$ cat config.mk
export PLATFORM = sky130hd
export DESIGN_NAME = pin_sense_detect
export DESIGN_NICKNAME = d
export VERILOG_FILES = /design/src/rtl/psd_pkg.sv /design/src/rtl/psd_sense_vec.sv /design/src/rtl/psd_latch_bank.sv /design/src/rtl/psd_detect_line.sv /design/src/rtl/pin_sense_detect.sv
export SDC_FILE = /design/constraint.sdc
export NUM_CORES = 1
export LEC_CHECK = 0
export ABC_AREA = 1
export BUFFER_PORTS_ARGS = -buffer_cell sky130_fd_sc_hd__buf_4
export CAP_MARGIN = 20
export CORE_UTILIZATION = 43
export CTS_CLUSTER_SIZE = 28
export DETAILED_ROUTE_END_ITERATION = 7
export PLACE_DENSITY_LB_ADDON = 0.08
export SYNTH_ARGS = -nofsm -noshare
export SYNTH_HDL_FRONTEND = slang
export SYNTH_HIERARCHICAL = 1
export SYNTH_SLANG_ARGS = --single-unit
$ cat constraint.sdc
create_clock -name clk -period 2.13 [get_ports clk]
set_input_delay 0.3195 -clock clk [delete_from_list [all_inputs] [get_ports clk]]
set_output_delay 0.3195 -clock clk [all_outputs]
set_load 0.02 [all_outputs]
$ cat src/rtl/psd_pkg.sv
package psd_pkg;

   typedef enum logic {
      SRC_LIVE   = 1'b0,
      SRC_STICKY = 1'b1
   } psd_src_e;

   function automatic int hold_width(input int cycles);
      return (cycles > 1) ? $clog2(cycles) : 1;
   endfunction

endpackage

$ cat src/rtl/psd_sense_vec.sv
module psd_sense_vec #(
   parameter int NPINS = 8
) (
   input  logic [NPINS-1:0] pin_level,
   input  logic [NPINS-1:0] sense_en,
   input  logic [NPINS-1:0] sense_inv,
   output logic [NPINS-1:0] live
);

   for (genvar i = 0; i < NPINS; i++) begin : g_pin
      always_comb begin
         live[i] = (pin_level[i] ^ sense_inv[i]) & sense_en[i];
      end
   end

endmodule

$ cat src/rtl/psd_latch_bank.sv
module psd_latch_bank #(
   parameter int NPINS = 8
) (
   input  logic             clk,
   input  logic             rst_n,
   input  logic [NPINS-1:0] live,
   input  logic             clr_we,
   input  logic [NPINS-1:0] clr_data,
   output logic [NPINS-1:0] sticky_q,
   output logic [NPINS-1:0] sticky_d
);

   for (genvar i = 0; i < NPINS; i++) begin : g_bit
      logic wipe;

      always_comb begin
         wipe        = clr_we & clr_data[i];
         // set has priority: a live bit survives its own clear
         sticky_d[i] = (sticky_q[i] & ~wipe) | live[i];
      end

      always_ff @(posedge clk or negedge rst_n) begin
         if (!rst_n) sticky_q[i] <= 1'b0;
         else        sticky_q[i] <= sticky_d[i];
      end
   end

endmodule

$ cat src/rtl/psd_detect_line.sv
module psd_detect_line
   import psd_pkg::*;
#(
   parameter int NPINS            = 8,
   parameter int REARM_LOW_CYCLES = 2
) (
   input  logic             clk,
   input  logic             rst_n,
   input  psd_src_e         src_sel,
   input  logic [NPINS-1:0] live,
   input  logic [NPINS-1:0] sticky_d,
   input  logic             rearm_kick,
   output logic             detect_q,
   output logic             event_q
);

   localparam int HW = hold_width(REARM_LOW_CYCLES);

   logic src_level;
   logic holding;
   logic det_d;

   always_comb begin
      src_level = (src_sel == SRC_STICKY) ? |sticky_d : |live;
   end

   if (REARM_LOW_CYCLES == 1) begin : g_single
      // a one-cycle window needs nothing beyond the kick itself
      assign holding = 1'b0;
   end else begin : g_counter
      logic [HW-1:0] hold_cnt;

      always_ff @(posedge clk or negedge rst_n) begin
         if (!rst_n)              hold_cnt <= '0;
         else if (rearm_kick)     hold_cnt <= HW'(REARM_LOW_CYCLES - 1);
         else if (hold_cnt != '0) hold_cnt <= hold_cnt - 1'b1;
      end

      assign holding = (hold_cnt != '0);
   end

   always_comb begin
      det_d = src_level & ~rearm_kick & ~holding;
   end

   always_ff @(posedge clk or negedge rst_n) begin
      if (!rst_n) begin
         detect_q <= 1'b0;
         event_q  <= 1'b0;
      end else begin
         detect_q <= det_d;
         event_q  <= det_d & ~detect_q;
      end
   end

endmodule

$ cat src/rtl/pin_sense_detect.sv
module pin_sense_detect
   import psd_pkg::*;
#(
   parameter int NPINS            = 8,
   parameter int REARM_LOW_CYCLES = 2
) (
   input  logic             clk,
   input  logic             rst_n,
   input  logic [NPINS-1:0] pin_level,
   input  logic [NPINS-1:0] sense_en,
   input  logic [NPINS-1:0] sense_inv,
   input  logic             use_sticky,
   input  logic             clr_we,
   input  logic [NPINS-1:0] clr_data,
   output logic             detect_o,
   output logic             event_o,
   output logic [NPINS-1:0] sticky_o
);

   if (NPINS < 1) begin : g_bad_npins
      $error("pin_sense_detect: NPINS must be at least 1");
   end
   if (REARM_LOW_CYCLES < 1) begin : g_bad_rearm
      $error("pin_sense_detect: REARM_LOW_CYCLES must be at least 1");
   end

   logic [NPINS-1:0] live;
   logic [NPINS-1:0] sticky_d;
   logic             rearm_kick;
   psd_src_e         src_sel;

   assign src_sel = psd_src_e'(use_sticky);

   psd_sense_vec #(.NPINS(NPINS)) u_sense (
      .pin_level (pin_level),
      .sense_en  (sense_en),
      .sense_inv (sense_inv),
      .live      (live)
   );

   psd_latch_bank #(.NPINS(NPINS)) u_bank (
      .clk      (clk),
      .rst_n    (rst_n),
      .live     (live),
      .clr_we   (clr_we),
      .clr_data (clr_data),
      .sticky_q (sticky_o),
      .sticky_d (sticky_d)
   );

   // a clear in sticky mode that leaves bits behind must re-arm the line
   always_comb begin
      rearm_kick = clr_we & (|clr_data) & (src_sel == SRC_STICKY) & (|sticky_d);
   end

   psd_detect_line #(
      .NPINS            (NPINS),
      .REARM_LOW_CYCLES (REARM_LOW_CYCLES)
   ) u_line (
      .clk        (clk),
      .rst_n      (rst_n),
      .src_sel    (src_sel),
      .live       (live),
      .sticky_d   (sticky_d),
      .rearm_kick (rearm_kick),
      .detect_q   (detect_o),
      .event_q    (event_o)
   );

endmodule

* After elaboration in Yosys (flattened, before gate mapping)
Index checks and enable logic that the tools add are counted.
** Cells by class
- $add $sub $neg :: 1
- Multipliers :: 0
- Div/mod/pow operators :: 0
- Magnitude comparators :: 0
- Equality and inequality tests :: 0
- Shifts and indexed selects :: 0
- Multiplexer cells :: 3
- Bitwise logic cells :: 57
- Reduce and logical (&&, ||, !) cells :: 3
** Operators by type and width (count)
- $and A1 B1 Y1 :: 30
- $reduce_or A8 Y1 :: 3
- $not A1 Y1 :: 11
- $or A1 B1 Y1 :: 8
- $xor A1 B1 Y1 :: 8
- $mux W1 :: 3
- $sub A1 B1 Y1 const B :: 1
** Storage, ports and cells
- Register bits :: 11
- Bits in latches :: 0
- RAM bits :: 0
- ROM bits :: 0
- Bits of input ports :: 36
- Logic and storage cells :: 75
- Memories kept :: 0

* Logic depth before layout (Yosys ltp)
Gate-level depths: netlist (run 1).
- Depth after elaboration :: 10
- Depth in mapped cells :: 12
- Gate-level depth less buffers :: 12

* Modules after synthesis
Netlist (run 1), hierarchy kept.
** Modules (own cells, without submodules)
- psd_latch_bank :: times used 1, cells an instance 41, area an instance 325.3 um^2, sequential area each 200.2 um^2
- psd_detect_line :: times used 1, cells an instance 21, area an instance 175.2 um^2, sequential area each 75.1 um^2
- psd_sense_vec :: times used 1, cells an instance 32, area an instance 120.1 um^2, sequential area each 0.0 um^2
- pin_sense_detect :: times used 1, cells an instance 17, area an instance 65.1 um^2, sequential area each 0.0 um^2

* Worst setup path after synthesis (run 1)
Ideal clock, no wire load.
- Kind :: input -> register
- Start point :: input port pin_level[7]
- End point :: register u_line.event_q
- Library setup time :: 126 ps
- Arrival :: 1236 ps
- Path slack :: 768 ps
- Cell stages on the path :: 12
- Path buffers :: 0
- Path through :: nand2_1 nand2_1 nor2_1 inv_1 nand2_1 nor2_1 nand2_1 nor2_1 nor2_1 nor2_8 nand3_2 nor2_1
** On the way
- Cells in the longest elaborated chain, start to end :: 9
- Elaborated cells on any way between the ends :: 11
- Those cells by class :: mux (1); bitwise (8); reduce/logical (2)
** Ends and longest elaborated chain
- start, declared :: line pin_sense_detect.sv:9 : input logic [NPINS-1:0] pin_level,
- $xor A1 B1 Y1 :: line psd_sense_vec.sv:12 : live[i] = (pin_level[i] ^ sense_inv[i]) & sense_en[i];
- $and A1 B1 Y1 :: line psd_sense_vec.sv:12
- named net live[7] :: line pin_sense_detect.sv:27 : logic [NPINS-1:0] live;
- $or A1 B1 Y1 :: line psd_latch_bank.sv:19 : sticky_d[i] = (sticky_q[i] & ~wipe) | live[i];
- named net sticky_d[7] :: line pin_sense_detect.sv:28 : logic [NPINS-1:0] sticky_d;
- $reduce_or A8 Y1 :: line pin_sense_detect.sv:53 : rearm_kick = clr_we & (|clr_data) & (src_sel == SRC_STICKY) & (|sticky_d);
- $and A1 B1 Y1 :: line pin_sense_detect.sv:53
- named net rearm_kick :: line pin_sense_detect.sv:29 : logic rearm_kick;
- $not A1 Y1 :: line psd_detect_line.sv:43 : det_d = src_level & ~rearm_kick & ~holding;
- $and A1 B1 Y1 (2 in series) :: line psd_detect_line.sv:43
- $and A1 B1 Y1 :: line psd_detect_line.sv:52 : event_q <= det_d & ~detect_q;
- end signal, assigned :: line psd_detect_line.sv:52
- end, declared :: line psd_detect_line.sv:14 : output logic event_q
The timed path passes the listed nets, and every way through them passes these cells.

* Worst setup path after layout (run 1)
Same ends and word-level chain as after synthesis.

==> reports/qor.yml, run 1 <==
synth-simple-area-share_pct: 52.9
synth_cell_types: 11
cts_tree: "done"
viasPerCell: 4.61
numCtsBuffers: 3
clk_pin_slew_ns: 0.07
grt_pass1_vias: 814
fin_crit_ns: 1.32
totalWireLength_mm: 1.62
path_class: "in -> reg"
synth_fa_ha_area_share_pct: 0
path_common_cell: "nor2_1"
core_sq_um: 1490
path_cells: "buf_4 > nand2_1 > nand2_1 > nor2_1 > inv_1 > nand2_1 > nor2_1 > nand2_1 > nor2_1 > nor2_1 > nor2_8 > nand3_2 > nor2_1"
max_stage_delay_ns: 0.31
die_w_microns: 41.9
fin_worst_skew_ns: 0.00939
root_buffer: "clkbuf_4"
synthTopCellsByArea: "dfrtp_1 40%, nand2_1 27%, nor2_1 18%"
period_share_pct: 61.9
synth.avg_cell_area_sq_um: 6.18
final_area_sq_um: 1070
drtAntennaViolNets: 0
synth-compound-area-share_pct: 0.730
antenna_found_initial: 0
arrival_ns: 1.47
h-tree-depth: 1
drt_first_pass_iters: 4
synth.net_count: 147
cap_viol_max_count: 0
crit_required_ns: 2.28
final_common_cell: "nand2_1"
hp-class: "in -> reg"
clock-sinks: 11
ys_warn_count: 6
seq_area_frac_synth_pct: 40.1
drive_gt1_share_pct: 31.3
grt_max_degree: 12
pwr-share-seq_pct: 41.4
dp_cells: 171
synth_top_area_cell: "dfrtp_1"
total_power_uw: 593
initial_core_util_pct: 46.1
grt-ovfl-total: 0
grt_setup_unrepaired: "no"
swShare_pct: 31.6
maxSlewHeadroom_pct: 74.7
hpwl_mm: 1.34
portBuffers: 45
nets: 197
grt_pass1_wl_mm: 2.86
comb_power_share_pct: 34.7
die_height_microns: 41.9
worstSkewPairLatency_ns: 0.27
setup.worst_path.end_class: "register"
internal-power_uw: 405
num_rows: 14
crit_path_top_delay_cell: "nor2_1"
dpl_cell_area_sq_um: 1040
drcViolationCount: 0
hold_violations: 0
p_clk_share_pct: 23.8
power_switching_uw: 187
vdd_drop_max_uv: 395
stdcell_count: 176
antennaDiodeCount: 0
worst_setup_path_start_kind: "primary input"
drt_iter0_drc: 14
post_drt_wl_per_cell_microns: 9.19
gp_congestion: 0.782
final_cell_mix: "49 x nand2_1, 45 x buf_4, 33 x nor2_1"
synth_cells: 111
clockBufferDepth: 2
synth_top_area_share_pct: 40.1
status: "complete, no violations"
leakagePower_uw: 0.000608
synth.mux.area_fraction_pct: 0
finalMaxSlewViolations: 0
path_max_fanout: 3
finalSetupTns_ns: 0
ys_ff_latch: 11
finalSetupViolations: 0
dr_total_vias: 811
syn_area_sq_um: 686
track_usage_pct: 21.0
io_pins: 46
fmax_mhz: 758
synth_top_family_by_area: "simple AND/OR/NAND/NOR gates"
p_per_area_nw_per_um2: 552
fp.dieArea_sq_um: 1760
synthToLayoutAreaGrowth_pct: 56.8
worst_hold_slack_ns: 0.341
tightest_slew_ns: 0.379
synth_xor_area_share_pct: 0
-- layer usage --
metal	track usage [%]	up-vias	share of wire, %
li1	-	426	-
met1	21.5	355	42
met2	40.3	26	51
met3	5.22	4	5.6
met4	7.74	0	1.9
met5	0	-	0
-- flip-flops by register name, summed over array words and instances, names as in the netlist --
name and cells:
u_line/g_counter.hold_cnt 1, u_line/detect_q 1, u_bank/sticky_q 8, u_line/event_q 1
-- per-stage QoR --
stage / worst slack [ns] / util [%]
detailed placement: 0.515 / 69.7
global placement: 0.570 / 69.7
floorplan: 0.768 / -
finish: 0.811 / 72.2
CTS: 0.786 / 72.2
global route: 0.666 / 72.2
-- power by group through the flow --
stage	Sequential, uW	Clock [uW]	Combinational [uW]
final	246	141	206
after global routing	249	152	228
after CTS	246	143	208
after detailed placement	250	0	205
after global placement	249	0	200
after floorplan	278	0	68.9
-- path summary, 6_finish.rpt --
path	start	end	slack (ns)	depth (start not counted)
setup / recovery	pin_level[7]	u_line/event_q	0.81	13
hold / removal	clr_data[6]	u_bank/sticky_q[6]	0.34	4
setup reg to reg	u_bank/sticky_q[4]	u_line/event_q	0.86	9
hold reg to reg	u_line/detect_q	u_line/event_q	0.44	1
max in group asynchronous	rst_n	u_bank/sticky_q[2]	1.55	2
min in group asynchronous	rst_n	u_bank/sticky_q[6]	0.42	2
-- cell usage after synthesis (all sizes together) --
master and n:
nand2 49, nor2 34, dfrtp 11, inv 10, or2 2, buf 1, nand3 1, nor3 1
nor3b 1, o21ai 1
-- what timing repair did --
item | CTS | global route
setup buffers | 0 | 0
endpoints found under the hold margin | 11 | 0
gates resized for setup | 0 | 0
hold buffers | 1 | 0
-- kinds of logic (layout without fill, tap and decap cells) --
logic type,Yosys count,after routing
simple gates,88,88
flops,11,11
buf+inv,11,60
compound gates,1,1
-- cell type report --
| type | count | area (sq um) |
|---|---|---|
| Fill cell | 133 | 414 |
| Inverter | 10 | 37.5 |
| Timing Repair Buffer | 46 | 348 |
| Clock buffer | 4 | 26.3 |
| Multi-Input combinational cell | 89 | 368 |
| Tap cell | 16 | 20.0 |
| Sequential cell | 11 | 275 |
-- worst max-delay path, delay by kind of cell --
family,cells,cell delay (ns)
buffers and inverters,2,0.17
AND/OR/NAND/NOR,11,0.96
(Power assumes the default switching activity.)
==> run 2, diff against run 1 <==
--- a/config.mk
+++ b/config.mk
@@ -5,10 +5,10 @@
 export SDC_FILE = /design/constraint.sdc
 export NUM_CORES = 1
 export LEC_CHECK = 0
-export ABC_AREA = 1
+export ABC_AREA = 0
 export BUFFER_PORTS_ARGS = -buffer_cell sky130_fd_sc_hd__buf_4
 export CAP_MARGIN = 20
-export CORE_UTILIZATION = 43
+export CORE_UTILIZATION = 38
 export CTS_CLUSTER_SIZE = 28
 export DETAILED_ROUTE_END_ITERATION = 7
 export PLACE_DENSITY_LB_ADDON = 0.08
==> constraint.sdc (replaced) <==
create_clock -name clk -period 1.4 [get_ports clk]
set_input_delay 0.21 -clock clk [delete_from_list [all_inputs] [get_ports clk]]
set_output_delay 0.21 -clock clk [all_outputs]
set_load 0.02 [all_outputs]
==> run 2 against run 1 <==
The run now ends with negative setup slack left. Utilization is 11 points higher. Highest routed layer unchanged. Register-to-register slack worse by 1.0 ns. Global-route usage up 3.3 points. Non-clock buffer count grew 15. Synthesized cell count shrank 46%. Die area decreased by 0.83%. Largest cell class is now buffers. Setup slack got worse by 0.97 ns.
==> reports/qor.yml, run 2 <==
finalSetupViolations: 2  # was 0
synth_fa_ha_area_share_pct: 0  # unchanged
vdd_drop_max_uv: 525  # was 395 uV
worst_setup_path_start_kind: "register"  # was primary input
synth_xor_area_share_pct: 11.7  # was 0%
yosysMostFrequentCell: "dfrtp_1"  # was nand2_1
hpwl_mm: 1.52  # was 1.34 mm
synth_top_area_cell: "dfrtp_1"  # unchanged
crit_required_ns: 1.58  # was 2.28 ns
syn_area_sq_um: 601  # was 686 sq um
root_buffer: "clkbuf_4"  # unchanged
synth_top_area_share_pct: 45.8  # was 40.1%
synth_top_family_by_area: "simple AND/OR/NAND/NOR gates"  # unchanged
fillers: 90  # was 133
violations: "negative setup slack"
seq_area_frac_synth_pct: 45.8  # was 40.1%
antennaDiodeCount: 0  # unchanged
fp.dieArea_sq_um: 1740  # was 1760 sq um
leakagePower_uw: 0.000593  # was 0.000608 uW
drive_gt1_share_pct: 58.1  # was 31.3%
total_power_uw: 1050  # was 593 uW
path_cells: "a21o_1 > nor4_2 > nand2_1 > and4_4 > nor2_2 > nor4b_4"  # was buf_4 > nand2_1 > nand2_1 > nor2_1 > inv_1 > nand2_1 > nor2_1 > nand2_1 > nor2_1 > nor2_1 > nor2_8 > nand3_2 > nor2_1
hold_violations: 0  # unchanged
initial_core_util_pct: 43.4  # was 46.1%
maxSlewHeadroom_pct: 66.1  # was 74.7%
num_rows: 13  # was 14
dr_total_vias: 733  # was 811
fmax_mhz: 640
ys_ff_latch: 11  # unchanged
tightest_slew_ns: 0.505  # was 0.379 ns
synthTopCellsByArea: "dfrtp_1 46%, xor2_1 12%, a21o_1 10%"  # was dfrtp_1 40%, nand2_1 27%, nor2_1 18%
hp-class: "in -> reg"  # unchanged
h-tree-depth: 1  # unchanged
grt_max_degree: 12  # unchanged
cap_viol_max_count: 0  # unchanged
drt_iter0_drc: 18  # was 14
drt_first_pass_iters: 4  # unchanged
grt_pass1_wl_mm: 3.07  # was 2.86 mm
period_share_pct: 112
clockBufferDepth: 2  # unchanged
nets: 161  # was 197
crit_path_top_delay_cell: "dfrtp_1"  # was nor2_1
io_pins: 46  # unchanged
synth-compound-area-share_pct: 10.0  # was 0.730%
top_register: "u_bank/sticky_q"  # unchanged
antenna_found_initial: 0  # unchanged
clk_pin_slew_ns: 0.07  # about the same
drcViolationCount: 0  # unchanged
grt_pass1_vias: 767  # was 814
numCtsBuffers: 3  # unchanged
arrival_ns: 1.75  # was 1.47 ns
track_usage_pct: 24.4  # was 21.0%
synth.net_count: 96  # was 147
cts_tree: "done"  # unchanged
worst_hold_slack_ns: 0.265  # was 0.341 ns
totalWireLength_mm: 2.11  # was 1.62 mm
core_sq_um: 1380  # was 1490 sq um
clock-sinks: 11  # unchanged
portBuffers: 45  # unchanged
finalMaxSlewViolations: 0  # unchanged
max_stage_delay_ns: 0.39  # was 0.31 ns
synth_cells: 60  # was 111
p_per_area_nw_per_um2: 917  # was 552 nW/um^2
grt-ovfl-total: 0  # unchanged
viasPerCell: 5.27  # was 4.61
synth-simple-area-share_pct: 31.3  # was 52.9%
async_flop_share_pct: 100  # unchanged
synth.top_cells.by_count: "11 x dfrtp_1, 10 x nand2_1, 8 x a21o_1, 8 x and2_1, 8 x xor2_1"  # was 49 x nand2_1, 33 x nor2_1, 11 x dfrtp_1
path_class: "reg -> reg"  # was in -> reg
final_common_cell: "buf_4"  # was nand2_1
setup_ws_ns: -0.161  # was 0.811 ns
gp_congestion: 0.815  # was 0.782
grt_setup_unrepaired: "yes"  # was no
synth.avg_cell_area_sq_um: 10.0  # was 6.18 sq um
ys_warn_count: 6  # unchanged
fin_worst_skew_ns: 0.00513  # was 0.00939 ns
synth-edff-count: 0  # unchanged
die_w_microns: 41.8  # was 41.9 microns
worstSkewPairLatency_ns: 0.28  # was 0.27 ns
path_max_fanout: 3  # unchanged
post_drt_wl_per_cell_microns: 15.1  # was 9.19 microns
place_ws_ns: -0.451  # was 0.515 ns
synth_ff_type: "dfrtp_1"  # unchanged
final_cell_mix: "60 x buf_4, 11 x dfrtp_1, 10 x nand2_1"  # was 49 x nand2_1, 45 x buf_4, 33 x nor2_1
status: "complete, but fails checks"  # was complete, no violations
synth.mux.area_fraction_pct: 0  # unchanged
synth_cell_types: 15  # was 11
die_height_microns: 41.8  # was 41.9 microns
setup.worst_path.end_class: "register"  # unchanged
drtAntennaViolNets: 0  # unchanged
fin_crit_ns: 1.56
largest_reg_flops: 8  # unchanged
synthToLayoutAreaGrowth_pct: 90.6  # was 56.8%
-- run 2: cell types whose count changed after synthesis, sizes merged, moves of 2 or more --
cell,previous run,this run
nand2,49,10
nor2,34,1
inv,10,0
a21o,0,8
and2,0,8
xor2,0,8
nor4,0,7
or2,2,0
-- run 2: critical path: cells and delay by family (launching register included) --
kind | cells | cell delay (ns)
DFF | 1 | 0.39
and+or+nand+nor | 5 | 0.85
AOI/OAI and AO/OA | 1 | 0.22
-- run 2: layout make-up --
type                    count  area (sq um)  share of cell area, %
clock buffers               4          26.3                   2.30
well taps                  15          18.8                   1.64
multi-input cells          48           364                   31.8
flip-flops and latches     11           275                   24.0
repair buffers             61           460                   40.2
-- run 2: cell families after synthesis --
| family | count (synthesis) |
|---|---|
| flops | 11 |
| xor+xnor | 8 |
| buf+inv | 1 |
| compound gates | 8 |
| simple gates | 32 |
-- run 2: metrics by stage --
step | std cells | instance area [sq um] | TNS, ns | utilization [%]
floorplan | 60 | 607 | -0.105 | -
global placement | 129 | 1030 | -0.582 | 74.6
detailed placement | 129 | 1030 | -0.940 | 74.6
CTS | 137 | 1120 | -0.203 | 80.9
global route | 139 | 1140 | -0.430 | 82.8
finish | 139 | 1140 | -0.265 | 82.8
-- run 2: timing repair --
action                                  CTS  global route
pin swaps                                 4             3
hold buffers                              1             0
gates resized for setup                   5             3
hold endpoints to repair                 11             0
endpoints found under the setup margin    2             2
setup buffers                             3             2
-- run 2: final timing paths --
kind | endpoint | start | slack [ns] | cells after the start
max in group asynchronous | u_bank/sticky_q[7] | rst_n | 0.94 | 2
worst min register to register | u_line/detect_q | u_line/g_counter.hold_cnt | 0.50 | 1
worst min-delay path | u_line/g_counter.hold_cnt | use_sticky | 0.26 | 2
worst max register to register | u_line/event_q | u_bank/sticky_q[5] | -0.16 | 6
worst max-delay path | u_line/event_q | u_bank/sticky_q[5] | -0.16 | 6
min in group asynchronous | u_line/event_q | rst_n | 0.30 | 2
-- run 2: per-layer routing --
metal | up-vias | wire, microns | GRT usage [%]
met4 | 0 | 62 | 11.0
li1 | 341 | - | -
met1 | 349 | 721 | 21.4
met2 | 35 | 1190 | 47.2
met3 | 8 | 129 | 9.57
met5 | - | 0 | 0
-- run 2: where the power goes --
group | internal, uW | switching, uW
Combinational | 249 | 189
Sequential | 360 | 30.5
Clock | 111 | 110
==> run 3, diff against run 2 <==
--- a/config.mk
+++ b/config.mk
@@ -8,7 +8,8 @@
 export ABC_AREA = 0
 export BUFFER_PORTS_ARGS = -buffer_cell sky130_fd_sc_hd__buf_4
 export CAP_MARGIN = 20
-export CORE_UTILIZATION = 38
+export CORE_UTILIZATION = 40
+export CTS_BUF_LIST = sky130_fd_sc_hd__clkbuf_4
 export CTS_CLUSTER_SIZE = 28
 export DETAILED_ROUTE_END_ITERATION = 7
 export PLACE_DENSITY_LB_ADDON = 0.08
==> run 3 against run 2 <==
The flow still finishes with violations (negative setup slack). Clock power rose by 10%. Flip-flop and latch count unchanged. Final cell count decreased by 3.6%. Critical path depth shrank 1. Register-to-register slack about the same. Count of clock-buffer cells in the layout stayed put. Critical path type unchanged. Critical endpoint is now u_line/detect_q. Largest power group unchanged.
==> reports/qor.yml, run 3 (same netlist as run 2, synthesis figures left out) <==
num_rows: 13  # unchanged
crit_required_ns: 1.55  # was 1.58 ns
initial_core_util_pct: 44.5  # was 43.4%
fp.dieArea_sq_um: 1660  # was 1740 sq um
fmax_mhz: 638  # was 640 MHz
clockBufferDepth: 2  # unchanged
violations: "negative setup slack"  # unchanged
fin_crit_ns: 1.57  # was 1.56 ns
rrSetupSlack_ns: -0.17  # was -0.16 ns
totalWireLength_mm: 2.10  # was 2.11 mm
gp_congestion: 0.801  # was 0.815
fin_worst_skew_ns: 0.00296  # was 0.00513 ns
grt_setup_unrepaired: "yes"  # unchanged
top_register: "u_bank/sticky_q"  # unchanged
h-tree-depth: 1  # unchanged
hp-class: "in -> reg"  # unchanged
finalMaxSlewViolations: 0  # unchanged
grt_max_degree: 12  # unchanged
vdd_drop_max_uv: 519  # was 525 uV
grt_pass1_wl_mm: 2.90  # was 3.07 mm
hold_depth: 2  # unchanged
drt_iter0_drc: 15  # was 18
largest_reg_flops: 8  # unchanged
die_height_microns: 40.8  # was 41.8 microns
dr_wl_met2_mm: 1.11  # was 1.19 mm
drt_first_pass_iters: 4  # unchanged
portBuffers: 45  # unchanged
hpwl_mm: 1.58  # was 1.52 mm
finalSetupViolations: 2  # unchanged
p_per_area_nw_per_um2: 930  # was 917 nW/um^2
root_buffer: "clkbuf_4"  # unchanged
drcViolationCount: 0  # unchanged
total_power_uw: 1040  # was 1050 uW
arrival_ns: 1.71  # was 1.75 ns
clk_pin_slew_ns: 0.07  # about the same
drtAntennaViolNets: 0  # unchanged
final_common_cell: "buf_4"  # unchanged
status: "complete, but fails checks"  # unchanged
wl_met1_microns: 720  # was 721 microns
grt_pass1_vias: 728  # was 767
numCtsBuffers: 3  # unchanged
core_sq_um: 1350  # was 1380 sq um
final_cell_mix: "55 x buf_4, 11 x dfrtp_1, 10 x nand2_1"  # was 60 x buf_4, 11 x dfrtp_1, 10 x nand2_1
worst_setup_path_start_kind: "register"  # unchanged
clock-sinks: 11  # unchanged
wl_met3_microns: 196  # was 129 microns
io_pins: 46  # unchanged
cts_tree: "done"  # unchanged
reg2reg_depth: 5  # was 6
period_share_pct: 112  # about the same
synthToLayoutAreaGrowth_pct: 85.8  # was 90.6%
drive_gt1_share_pct: 57.1  # was 58.1%
tightest_slew_ns: 0.457  # was 0.505 ns
path_class: "reg -> reg"  # unchanged
nets: 156  # was 161
hold_violations: 0  # unchanged
finalSetupTns_ns: -0.335  # was -0.265 ns
leakagePower_uw: 0.000575  # was 0.000593 uW
antenna_found_initial: 0  # unchanged
antennaDiodeCount: 0  # unchanged
dr_total_vias: 731  # was 733
grt-ovfl-total: 0  # unchanged
top_layer_used: "met4"  # unchanged
maxSlewHeadroom_pct: 69.3  # was 66.1%
setup.worst_path.end_class: "register"  # unchanged
path_max_fanout: 2  # was 3
cap_viol_max_count: 0  # unchanged
track_usage_pct: 28.1  # was 24.4%
post_drt_wl_per_cell_microns: 15.7  # was 15.1 microns
final_area_sq_um: 1120  # was 1140 sq um
worstSkewPairLatency_ns: 0.27  # was 0.28 ns
viasPerCell: 5.46  # was 5.27
dpl_cell_area_sq_um: 1020  # was 1030 sq um
die_w_microns: 40.8  # was 41.8 microns
setup_ws_ns: -0.168  # was -0.161 ns
==> run 3: cell count changes in the layout (fill, tap and decap cells not counted), sizes merged <==
| cell | delta |
|---|---|
| buf | -5 |
==> run 3: power breakdown <==
part / total, uW / switching (uW) / internal (uW) / leakage (uW)
Sequential: 386 / 26.5 / 360 / 0.000128
Combinational: 409 / 187 / 223 / 0.000428
Clock: 242 / 112 / 130 / 0.0000184
Total: 1040 / 326 / 712 / 0.000575
==> run 3: final timing paths <==
| kind | startpoint | end |
|---|---|---|
| min | use_sticky | u_line/g_counter.hold_cnt |
| min reg2reg | u_line/detect_q | u_line/event_q |
| max reg2reg | u_bank/sticky_q[2] | u_line/detect_q |
| max in group asynchronous | rst_n | u_bank/sticky_q[4] |
| min in group asynchronous | rst_n | u_bank/sticky_q[5] |
| max | u_bank/sticky_q[2] | u_line/detect_q |
==> run 3: cell type report <==
| cell class | count | area (sq um) |
|---|---|---|
| flip-flops and latches | 11 | 275 |
| multi-input cells | 48 | 369 |
| well taps | 15 | 18.8 |
| repair buffers | 56 | 423 |
| fillers | 96 | 234 |
| clock buffers | 4 | 30.0 |
==> run 3: worst max-delay path, stage by stage (launching register included) <==
cell and delay [ns]:
dfrtp_1 0.38, a21o_1 0.21, buf_4 0.14, nor4_2 0.31
and4b_2 0.33, nor4_2 0.07
==> run 3: metal layers <==
layer / GRT usage, % / up-vias
met5: 0 / -
met4: 15.0 / 0
met3: 12.0 / 10
met2: 53.6 / 54
met1: 24.1 / 335
li1: - / 332
==> run 3: timing repair <==
action | CTS | global route
pin swaps | 4 | 5
setup buffers | 1 | 0
endpoints found under the setup margin | 2 | 2
hold buffers | 1 | 0
endpoints found under the hold margin | 11 | 0
resized for setup | 8 | 1
==> run 3: per-stage QoR <==
| stage | worst slack [ns] | util [%] | hold WS, ns | std cells |
|---|---|---|---|---|
| 2_1_floorplan | -0.0538 | - | -0.0856 | 60 |
| 5_1_grt | -0.196 | 82.7 | 0.270 | 134 |
| 6_report | -0.168 | 82.7 | 0.284 | 134 |
| 4_1_cts | -0.161 | 82.2 | 0.276 | 134 |
| 3_5_place_dp | -0.502 | 75.8 | 0.0525 | 128 |
| 3_3_place_gp | -0.280 | 75.8 | 0.0495 | 128 |
